**config.mk**
```make
export PLATFORM = sky130hd
export DESIGN_NAME = cmp_ctrl_top
export DESIGN_NICKNAME = d
export VERILOG_FILES = /design/src/rtl/cmp_pkg.sv /design/src/rtl/cmp_sync.sv /design/src/rtl/cmp_chan.sv /design/src/rtl/cmp_regs.sv /design/src/rtl/cmp_ctrl_top.sv
export SDC_FILE = /design/constraint.sdc
export NUM_CORES = 1
export LEC_CHECK = 0
export ABC_AREA = 1
export BUFFER_PORTS_ARGS = -buffer_cell sky130_fd_sc_hd__buf_2
export CAP_MARGIN = 20
export CORE_ASPECT_RATIO = 0.9
export CORE_MARGIN = 3
export CORE_UTILIZATION = 59
export DETAILED_ROUTE_END_ITERATION = 12
export GPL_TIMING_DRIVEN = 0
export PLACE_DENSITY = 0.84
export SLEW_MARGIN = 20
export SYNTH_ARGS = -nofsm -noshare
export SYNTH_HDL_FRONTEND = slang
export SYNTH_SLANG_ARGS = --single-unit
```
**constraint.sdc**
```tcl
create_clock -name clk -period 3.5 [get_ports clk]
set_clock_uncertainty 0.05 [all_clocks]
set_input_delay 0.175 -clock clk [delete_from_list [all_inputs] [get_ports clk]]
set_output_delay 0.175 -clock clk [all_outputs]
set_load 0.02 [all_outputs]
```
**src/rtl/cmp_pkg.sv**
```systemverilog
package cmp_pkg;
    typedef enum logic [1:0] {
        CH_OFF    = 2'd0,
        CH_SETTLE = 2'd1,
        CH_READY  = 2'd2
    } ch_state_e;

    typedef enum logic [1:0] {
        GAIN_X2  = 2'd0,
        GAIN_X4  = 2'd1,
        GAIN_X8  = 2'd2,
        GAIN_X16 = 2'd3
    } gain_e;

    typedef struct packed {
        gain_e gain;
        logic  ie;
        logic  neg;
        logic  pos;
        logic  en;
    } ctrl_t;

    localparam int CTRL_W = 6;
endpackage

```
**src/rtl/cmp_sync.sv**
```systemverilog
module cmp_sync #(
    parameter int STAGES = 2
) (
    input  logic clk,
    input  logic rst_n,
    input  logic d_i,
    output logic q_o
);
    logic [STAGES-1:0] pipe_q;

    always_ff @(posedge clk or negedge rst_n) begin
        if (!rst_n) pipe_q <= '0;
        else        pipe_q <= {pipe_q[STAGES-2:0], d_i};
    end

    assign q_o = pipe_q[STAGES-1];
endmodule

```
**src/rtl/cmp_chan.sv**
```systemverilog
module cmp_chan
    import cmp_pkg::*;
#(
    parameter int SETTLE_CYCLES = 500
) (
    input  logic clk,
    input  logic rst_n,
    input  logic raw_i,
    input  logic en_i,
    input  logic clr_i,
    output logic out_o,
    output logic flag_o,
    output logic settled_o
);
    localparam int CNT_W = $clog2(SETTLE_CYCLES + 1);
    localparam logic [CNT_W-1:0] CNT_LAST = CNT_W'(SETTLE_CYCLES - 1);

    ch_state_e        st_q, st_d;
    logic [CNT_W-1:0] cnt_q;
    logic             sync_val, out_q, flag_q, out_d, chg;

    cmp_sync #(.STAGES(2)) u_sync (
        .clk  (clk),
        .rst_n(rst_n),
        .d_i  (raw_i),
        .q_o  (sync_val)
    );

    // next-state logic
    always_comb begin
        st_d = st_q;
        unique case (st_q)
            CH_OFF:    if (en_i) st_d = CH_SETTLE;
            CH_SETTLE: if (!en_i) st_d = CH_OFF;
                       else if (cnt_q == CNT_LAST) st_d = CH_READY;
            CH_READY:  if (!en_i) st_d = CH_OFF;
            default:   st_d = CH_OFF;
        endcase
    end

    // state register
    always_ff @(posedge clk or negedge rst_n) begin
        if (!rst_n) st_q <= CH_OFF;
        else        st_q <= st_d;
    end

    assign out_d = en_i ? sync_val : 1'b1;
    assign chg   = (out_d != out_q);

    // output / datapath register
    always_ff @(posedge clk or negedge rst_n) begin
        if (!rst_n) begin
            out_q  <= 1'b1;
            flag_q <= 1'b0;
            cnt_q  <= '0;
        end else begin
            out_q  <= out_d;
            flag_q <= chg | (flag_q & ~clr_i);
            if (st_q == CH_SETTLE && en_i) cnt_q <= cnt_q + 1'b1;
            else                           cnt_q <= '0;
        end
    end

    assign out_o     = out_q;
    assign flag_o    = flag_q;
    assign settled_o = (st_q == CH_READY);

    assert_dis_out_high_R4: assert property (@(posedge clk) disable iff (!rst_n)
        (st_q == CH_OFF) |-> out_q);

    assert_change_sets_flag_R3: assert property (@(posedge clk) disable iff (!rst_n)
        (out_q != $past(out_q)) |-> flag_q);

    assert_flag_clear_sw_R5: assert property (@(posedge clk) disable iff (!rst_n)
        $fell(flag_q) |-> $past(clr_i));

    assert_clr_loses_R6: assert property (@(posedge clk) disable iff (!rst_n)
        (clr_i && chg) |=> flag_q);

    assert_settle_len_R8: assert property (@(posedge clk) disable iff (!rst_n)
        (st_q == CH_READY && $past(st_q) == CH_SETTLE) |-> ($past(cnt_q) == CNT_LAST));
endmodule

```
**src/rtl/cmp_regs.sv**
```systemverilog
module cmp_regs
    import cmp_pkg::*;
#(
    parameter int NUM_CH = 2,
    parameter int ADDR_W = 2,
    parameter int DATA_W = 6
) (
    input  logic                        clk,
    input  logic                        rst_n,
    input  logic                        wr_i,
    input  logic [ADDR_W-1:0]           addr_i,
    input  logic [DATA_W-1:0]           wdata_i,
    output logic [DATA_W-1:0]           rdata_o,
    input  logic [NUM_CH-1:0]           flag_i,
    input  logic [NUM_CH-1:0]           out_i,
    input  logic [NUM_CH-1:0]           settled_i,
    output ctrl_t [NUM_CH-1:0]          ctrl_o,
    output logic [NUM_CH-1:0]           clr_o
);
    localparam logic [ADDR_W-1:0] STAT_ADDR = ADDR_W'(NUM_CH);

    ctrl_t [NUM_CH-1:0] ctrl_q;

    for (genvar c = 0; c < NUM_CH; c++) begin : g_ctrl
        always_ff @(posedge clk or negedge rst_n) begin
            if (!rst_n) ctrl_q[c] <= '0;
            else if (wr_i && addr_i == ADDR_W'(c)) ctrl_q[c] <= ctrl_t'(wdata_i[CTRL_W-1:0]);
        end
        assign clr_o[c] = wr_i && (addr_i == STAT_ADDR) && wdata_i[c];
    end

    always_comb begin
        rdata_o = '0;
        for (int c = 0; c < NUM_CH; c++) begin
            if (addr_i == ADDR_W'(c)) rdata_o = DATA_W'(ctrl_q[c]);
        end
        if (addr_i == STAT_ADDR) rdata_o = DATA_W'({settled_i, out_i, flag_i});
    end

    assign ctrl_o = ctrl_q;
endmodule

```
**src/rtl/cmp_ctrl_top.sv**
```systemverilog
module cmp_ctrl_top
    import cmp_pkg::*;
#(
    parameter int NUM_CH        = 2,
    parameter int SETTLE_CYCLES = 500,
    localparam int ADDR_W       = $clog2(NUM_CH + 1),
    localparam int DATA_W       = (3 * NUM_CH > CTRL_W) ? 3 * NUM_CH : CTRL_W
) (
    input  logic                  clk,
    input  logic                  rst_n,
    input  logic                  reg_wr,
    input  logic [ADDR_W-1:0]     reg_addr,
    input  logic [DATA_W-1:0]     reg_wdata,
    output logic [DATA_W-1:0]     reg_rdata,
    input  logic [NUM_CH-1:0]     cmp_raw,
    output logic [NUM_CH-1:0]     ana_en,
    output logic [NUM_CH-1:0]     pos_sel,
    output logic [NUM_CH-1:0]     neg_sel,
    output logic [2*NUM_CH-1:0]   gain_sel,
    output logic [NUM_CH-1:0]     cmp_out,
    output logic [NUM_CH-1:0]     cmp_flag,
    output logic [NUM_CH-1:0]     cmp_irq,
    output logic [NUM_CH-1:0]     cmp_settled
);
    ctrl_t [NUM_CH-1:0] ctrl;
    logic  [NUM_CH-1:0] clr;

    cmp_regs #(.NUM_CH(NUM_CH), .ADDR_W(ADDR_W), .DATA_W(DATA_W)) u_regs (
        .clk      (clk),
        .rst_n    (rst_n),
        .wr_i     (reg_wr),
        .addr_i   (reg_addr),
        .wdata_i  (reg_wdata),
        .rdata_o  (reg_rdata),
        .flag_i   (cmp_flag),
        .out_i    (cmp_out),
        .settled_i(cmp_settled),
        .ctrl_o   (ctrl),
        .clr_o    (clr)
    );

    for (genvar c = 0; c < NUM_CH; c++) begin : g_ch
        cmp_chan #(.SETTLE_CYCLES(SETTLE_CYCLES)) u_chan (
            .clk      (clk),
            .rst_n    (rst_n),
            .raw_i    (cmp_raw[c]),
            .en_i     (ctrl[c].en),
            .clr_i    (clr[c]),
            .out_o    (cmp_out[c]),
            .flag_o   (cmp_flag[c]),
            .settled_o(cmp_settled[c])
        );
        assign ana_en[c]            = ctrl[c].en;
        assign pos_sel[c]           = ctrl[c].pos;
        assign neg_sel[c]           = ctrl[c].neg;
        assign gain_sel[2*c +: 2]   = ctrl[c].gain;
        assign cmp_irq[c]           = cmp_flag[c] & ctrl[c].ie;
    end
endmodule

```
==> Word level (Yosys, flattened, before mapping) <==
Cells that the tools add are included.
{ "word_totals": {"out_inout_bits": 24, "input_bits": 13, "wordCells": 75, "regBits": 42} }
{ "classes": {"n_mux": 17, "n_bitwise": 8, "reduce_logical": 12, "add_sub_neg": 2, "eq_ne": 16} }
{ "ops": {"columns": ["op", "count"], "rows": [
  ["adder 9 x 1 -> 9 bit (second input constant)", 2],
  ["== test 9 bit (second input constant)", 2],
  ["two-way mux 6 bit", 3],
  ["two-way mux 9 bit", 2],
  ["two-way mux 2 bit", 8],
  ["one-hot mux 2 bit (3 select lines)", 2],
  ["!= test 2 bit (second input constant)", 4],
  ["logical AND 1 bit", 7],
  ["== test 2 x 1 -> 1 bit (second input constant)", 3],
  ["== test 2 bit (second input constant)", 3],
  ["zero test 2 bit", 3],
  ["!= test 3 x 2 -> 1 bit (second input constant)", 2],
  ["AND reduction 3 bit", 2],
  ["AND 1 bit", 4],
  ["two-way mux 1 bit", 2],
  ["!= test 1 bit", 2],
  ["NOT 1 bit", 2],
  ["OR 1 bit", 2]
]} }

==> Depth between registers and ports, before layout <==
{ "logic_depth": {"ltp_word": 6, "depth_mapped": 6, "ltp_nobuf": 6} }

==> Hierarchy <==
From an unflattened synthesis, not the netlist that was laid out.
{ "unflattened": {"hier_cells": 254, "hier_area_um2": 2138.3} }
{ "modules_own_cells": {"columns": ["mod", "n_inst", "cells_each", "area_each_um2"], "rows": [
  ["cmp_chan", 2, 79, 676.9],
  ["cmp_regs", 1, 88, 669.4],
  ["cmp_sync", 2, 2, 50.0],
  ["cmp_ctrl_top", 1, 4, 15.0]
]} }

==> Worst setup path after synthesis <==
Ideal clock, no wire load.
{ "synth_path": {"path_type": "reg-to-reg", "startpoint": "reg g_ch[1].u_chan.cnt_q[0]", "endpoint": "reg g_ch[1].u_chan.cnt_q[6]", "stages_incl_launch_ff": 6, "synth_period_minus_slack_ns": 1.200, "t_arrival_ns": 1.031, "slack_ns": 2.300, "setup_time_ns": 0.119, "path_cell_list": "dfrtp_1 > ha_1 > nand3_1 > clkinv_1 > a21oi_1 > nor2_1"} }
{ "synth_between": {"elab_chain_cells": 2} }
{ "synth_rtl": {"columns": ["element", "line_no", "text"], "rows": [
  ["from (decl)", "cmp_chan.sv:19", "logic [CNT_W-1:0] cnt_q;"],
  ["from (signal assigned)", "cmp_chan.sv:59", "if (st_q == CH_SETTLE && en_i) cnt_q <= cnt_q + 1'b1;"],
  ["adder 9 x 1 -> 9 bit", "cmp_chan.sv:59", null],
  ["two-way mux 9 bit", "cmp_chan.sv:59", null]
]} }
No other way between the ends.
A chain may end at the register's enable or synchronous reset.

==> Worst setup path after layout <==
{ "layout_path": {"startpoint": "reg g_ch[0].u_chan.st_q[0]", "endpoint": "out reg_rdata[4]"} }
{ "layout_between": {"elab_chain_cells": 2} }
{ "layout_rtl": {"columns": ["element", "line_no", "text"], "rows": [
  ["from (decl)", "cmp_chan.sv:18", "ch_state_e st_q, st_d;"],
  ["from (signal assigned)", "cmp_chan.sv:44", "else st_q <= st_d;"],
  ["== test 2 bit", "cmp_chan.sv:66", "assign settled_o = (st_q == CH_READY);"],
  ["via g_ch[0].u_chan.settled_o", "cmp_chan.sv:13", "output logic settled_o"],
  ["two-way mux 6 bit", "cmp_regs.sv:37", "if (addr_i == STAT_ADDR) rdata_o = DATA_W'({settled_i, out_i, flag_i});"],
  ["to (decl)", "cmp_ctrl_top.sv:14", "output logic [DATA_W-1:0] reg_rdata,"]
]} }
The timed path passes the listed nets, and every way through them passes these cells.

==> run summary <==
The clock root buffer is clkbuf_8. In this run the number of cells on the critical path is 4. The first detailed-routing pass took 4 iterations. The critical path data required time was 3.27 ns. Setup slack on the worst reg-to-reg path comes out at 2.14 ns.

The largest driver fanout on the critical path came out at 3. Area share of the leading cell type in the synthesized netlist: 0.487. The most used standard cell by instance count after synthesis was nand2_1. The remaining design rule violation count is 0, and the number of cells on the worst reg-to-reg path is 6. For the count of antenna-violating nets left after detailed routing, the log shows 0. Counting the buffers created by CTS gives 5. The logs give 1880 µm for the wire length on met2 and 19 for the cell row count. The post-route fraction of the period consumed by the critical path came out at 0.414. The total global routing track utilization is 0.211, and the number of nets in the layout is 308. The worst setup path is launched from a flop. At the pin with the least slew margin, the transition time is 0.886 ns. In this design, the stage delay of the slowest critical-path cell is 0.40 ns. The tool flagged a number of max-cap violations equal to 0. The critical path buffer and inverter count is 1, and the average routed wire per standard cell is 11.6 µm.

The clock period minus final worst setup slack was 1.45 ns. The cell depth of the worst hold path is 3, and the clock-pin slew reported for the worst setup and hold paths after clock tree synthesis is 0.08 ns. After synthesis the cells add up to 2050 µm². The detailed router put a total of 1730 µm of wire on met1.

The async set or reset register ratio after synthesis came out at 1.00. For this design the ratio of total power to cell area is 509 nW/µm². The core region is 3190 µm². For the worst-skew pair, the clock arrives at the later sink with an insertion delay of 0.29 ns. The logs give 43 for the pin count of the biggest net entering global routing and 21 for the post-synthesis cell type count.

The commonest cells after synthesis are nand2_1, dfrtp_1, nor2_1. For the relative max-transition margin, the log shows 0.409. Setup repair after global routing left no endpoint under its margin. The cell type with the highest aggregate area in the netlist is dfrtp_1. Detailed routing placed a total of 220 µm of wire on met3.

The detailed router placed 1,649 vias in this run. No sink is reached through more buffers than the 2 on the longest clock path. In this run, synthesis inferred 0 flip-flops with an integrated enable. Highest-delay cell along the critical path: dfrtp_1.

The congestion estimate from routability-driven global placement came to 0.838. The run gives 0.00125 µW as the leakage power total. After synthesis the netlist holds a flip-flop and latch count of 42.

After clock tree synthesis, the setup repair step added 0 buffers. The flow ran to the end, and the final reports show no timing, DRC or antenna violations. The fraction of final layout cells with drive strength greater than 1 is 0.272, and the number of clock sinks is 42.

The overall overflow remaining after global route was 0. Routed signal wires occupy layers up through met4. The Yosys step of the flow raised 0 warnings. The first global-routing pass estimated 6460 µm of wire. By area the synthesized netlist is led by dfrtp_1, nand2_1, buf_4. The initial antenna violation count was 0; the setup TNS after final layout was 0 ns. Top cell family by delay on the critical path: flip-flops. The die extent in y came out at 62.0 µm. The tools report the antenna cell count as 0. The path category of the worst min-delay check is in -> reg. The count of input and output buffers came out at 36. The layout overhead on the synthesized area came out at 19.7%. In this run the horizontal extent of the chip is 68.2 µm. The final-report max-slew violation count is 0. The CTS H-tree depth came out at 2. STA classifies the critical path endpoint as an output port.

After legalization and detailed placement, the total HPWL measured 2750 µm. Setup violations remaining at the end of the flow were counted as 0. The run gives 0 as the total count of hold-check failures in the final report. TritonCTS built the clock tree. The achievable clock frequency came out at 690 MHz. The critical path is of the reg -> out type. For the via count of the first global-routing pass, the log shows 1,493.

The most frequently used flop master after synthesis is dfrtp_1. After the first detailed-routing iteration, the DRC count stood at 70. The critical path goes through nor2_1 > nand2_1 > nand3_1 > buf_2. The floorplan step defined a die boundary enclosing 4230 µm². The mean area per synthesized cell came out at 8.32 µm². The number of nets handed over by synthesis was 262.

For this block, the routed nets add up to 3900 µm of wire. The tools report the data arrival time of the critical path as 1.22 ns. Power comes to 1250 µW. The count of pins on the block boundary was 37.

The effective utilization at floorplan is 0.645, and the peak ir drop on the vdd network is 358 µV. The share of synthesized area occupied by flip-flops and latches was 0.513; the mean number of vias per cell was 4.91. The run gives 247 as the instance count of the mapped netlist.
## state kept, by name (all words and copies together), names as in the netlist
| register | count |
|---|---|
| g_ch.u_chan.st_q | 4 |
| g_ch.u_chan.cnt_q | 18 |
| g_ch.u_chan.flag_o | 2 |
| g_ch.u_chan.u_sync.pipe_q | 4 |
| u_regs.ctrl_o | 12 |
| g_ch.u_chan.out_o | 2 |
## metal layers
metal  track usage  up-vias
met5             0        -
met1         0.246      746
li1              -      850
met4        0.0822        0
met3        0.0540       10
met2         0.375       43
## where the power goes
group          total [µW]  switching (µW)  internal, µW
Combinational         229             132          96.3
Clock                 464             160           304
Sequential            560            35.9           524
Total                1250             328           925
## layout make-up
class	instances	area (µm²)
fillers	226	726
flip-flops and latches	42	1050
plain buffers	18	143
inverters	27	101
clock inverters	2	60.1
repair buffers	39	210
multi-input cells	160	757
clock buffers	6	82.6
well taps	42	52.6
## worst reg2reg max path, cell delays in order (launching register included)
cell      delay, ns
dfrtp_1        0.43
ha_1           0.26
nand3_1        0.12
clkinv_1       0.17
nand3_1        0.13
nand2_1        0.05
nor2_1         0.08
## final timing paths
check	to	from
min in group asynchronous	g_ch[0].u_chan.cnt_q[5]	rst_n
worst min-delay path	u_regs.ctrl_o[8]	reg_wdata[2]
max in group asynchronous	g_ch[1].u_chan.cnt_q[3]	rst_n
worst min register to register	g_ch[0].u_chan.u_sync.pipe_q[1]	g_ch[0].u_chan.u_sync.pipe_q[0]
worst max register to register	g_ch[1].u_chan.cnt_q[6]	g_ch[1].u_chan.cnt_q[0]
worst max-delay path	reg_rdata[4]	g_ch[0].u_chan.st_q[0]
## layout by cell type (no fill, tap or decap)
cell type,count
clkbuf_8,6
nand3_1,19
bufinv_16,2
buf_2,36
o21ai_1,12
nand2_1,70
nand2_4,1
buf_4,16
xnor2_1,2
xor2_1,2
buf_6,2
ha_1,2
nor2_4,2
inv_2,4
clkinv_1,3
dlygate4sd3_1,3
nand3b_1,1
inv_1,20
nor2_1,27
o21ai_2,6
nand2_2,1
dfrtp_1,40
dfstp_2,2
nor2_2,2
a21oi_1,13
## through the flow
step,setup slack [ns],instances,utilization,instance area [µm²],hold slack [ns]
floorplan,2.30,247,-,2050,-0.171
global placement,2.21,325,0.718,2290,0.234
detailed placement,2.19,325,0.718,2290,0.234
CTS,2.05,336,0.772,2460,0.0888
global route,1.95,336,0.772,2460,0.107
finish,2.05,336,0.772,2460,0.0856
## cell families (layout without fill, tap and decap cells)
family	count (synthesis)	after routing	synth area share
and+or+nand+nor	123	123	0.253
DFF	42	42	0.513
buffers and inverters	45	92	0.119
adders and majority gates	2	2	0.0122
xor gates and xnor gates	4	4	0.0171
AOI/OAI and AO/OA	31	31	0.0865
## timing repair
| item | in CTS | in global routing |
|---|---|---|
| gates resized for setup | 0 | 0 |
| endpoints found under the hold margin | 42 | 0 |
| endpoints found under the setup margin | 0 | 0 |
| hold buffers | 3 | 0 |
Power figures use the tool's default switching activity.
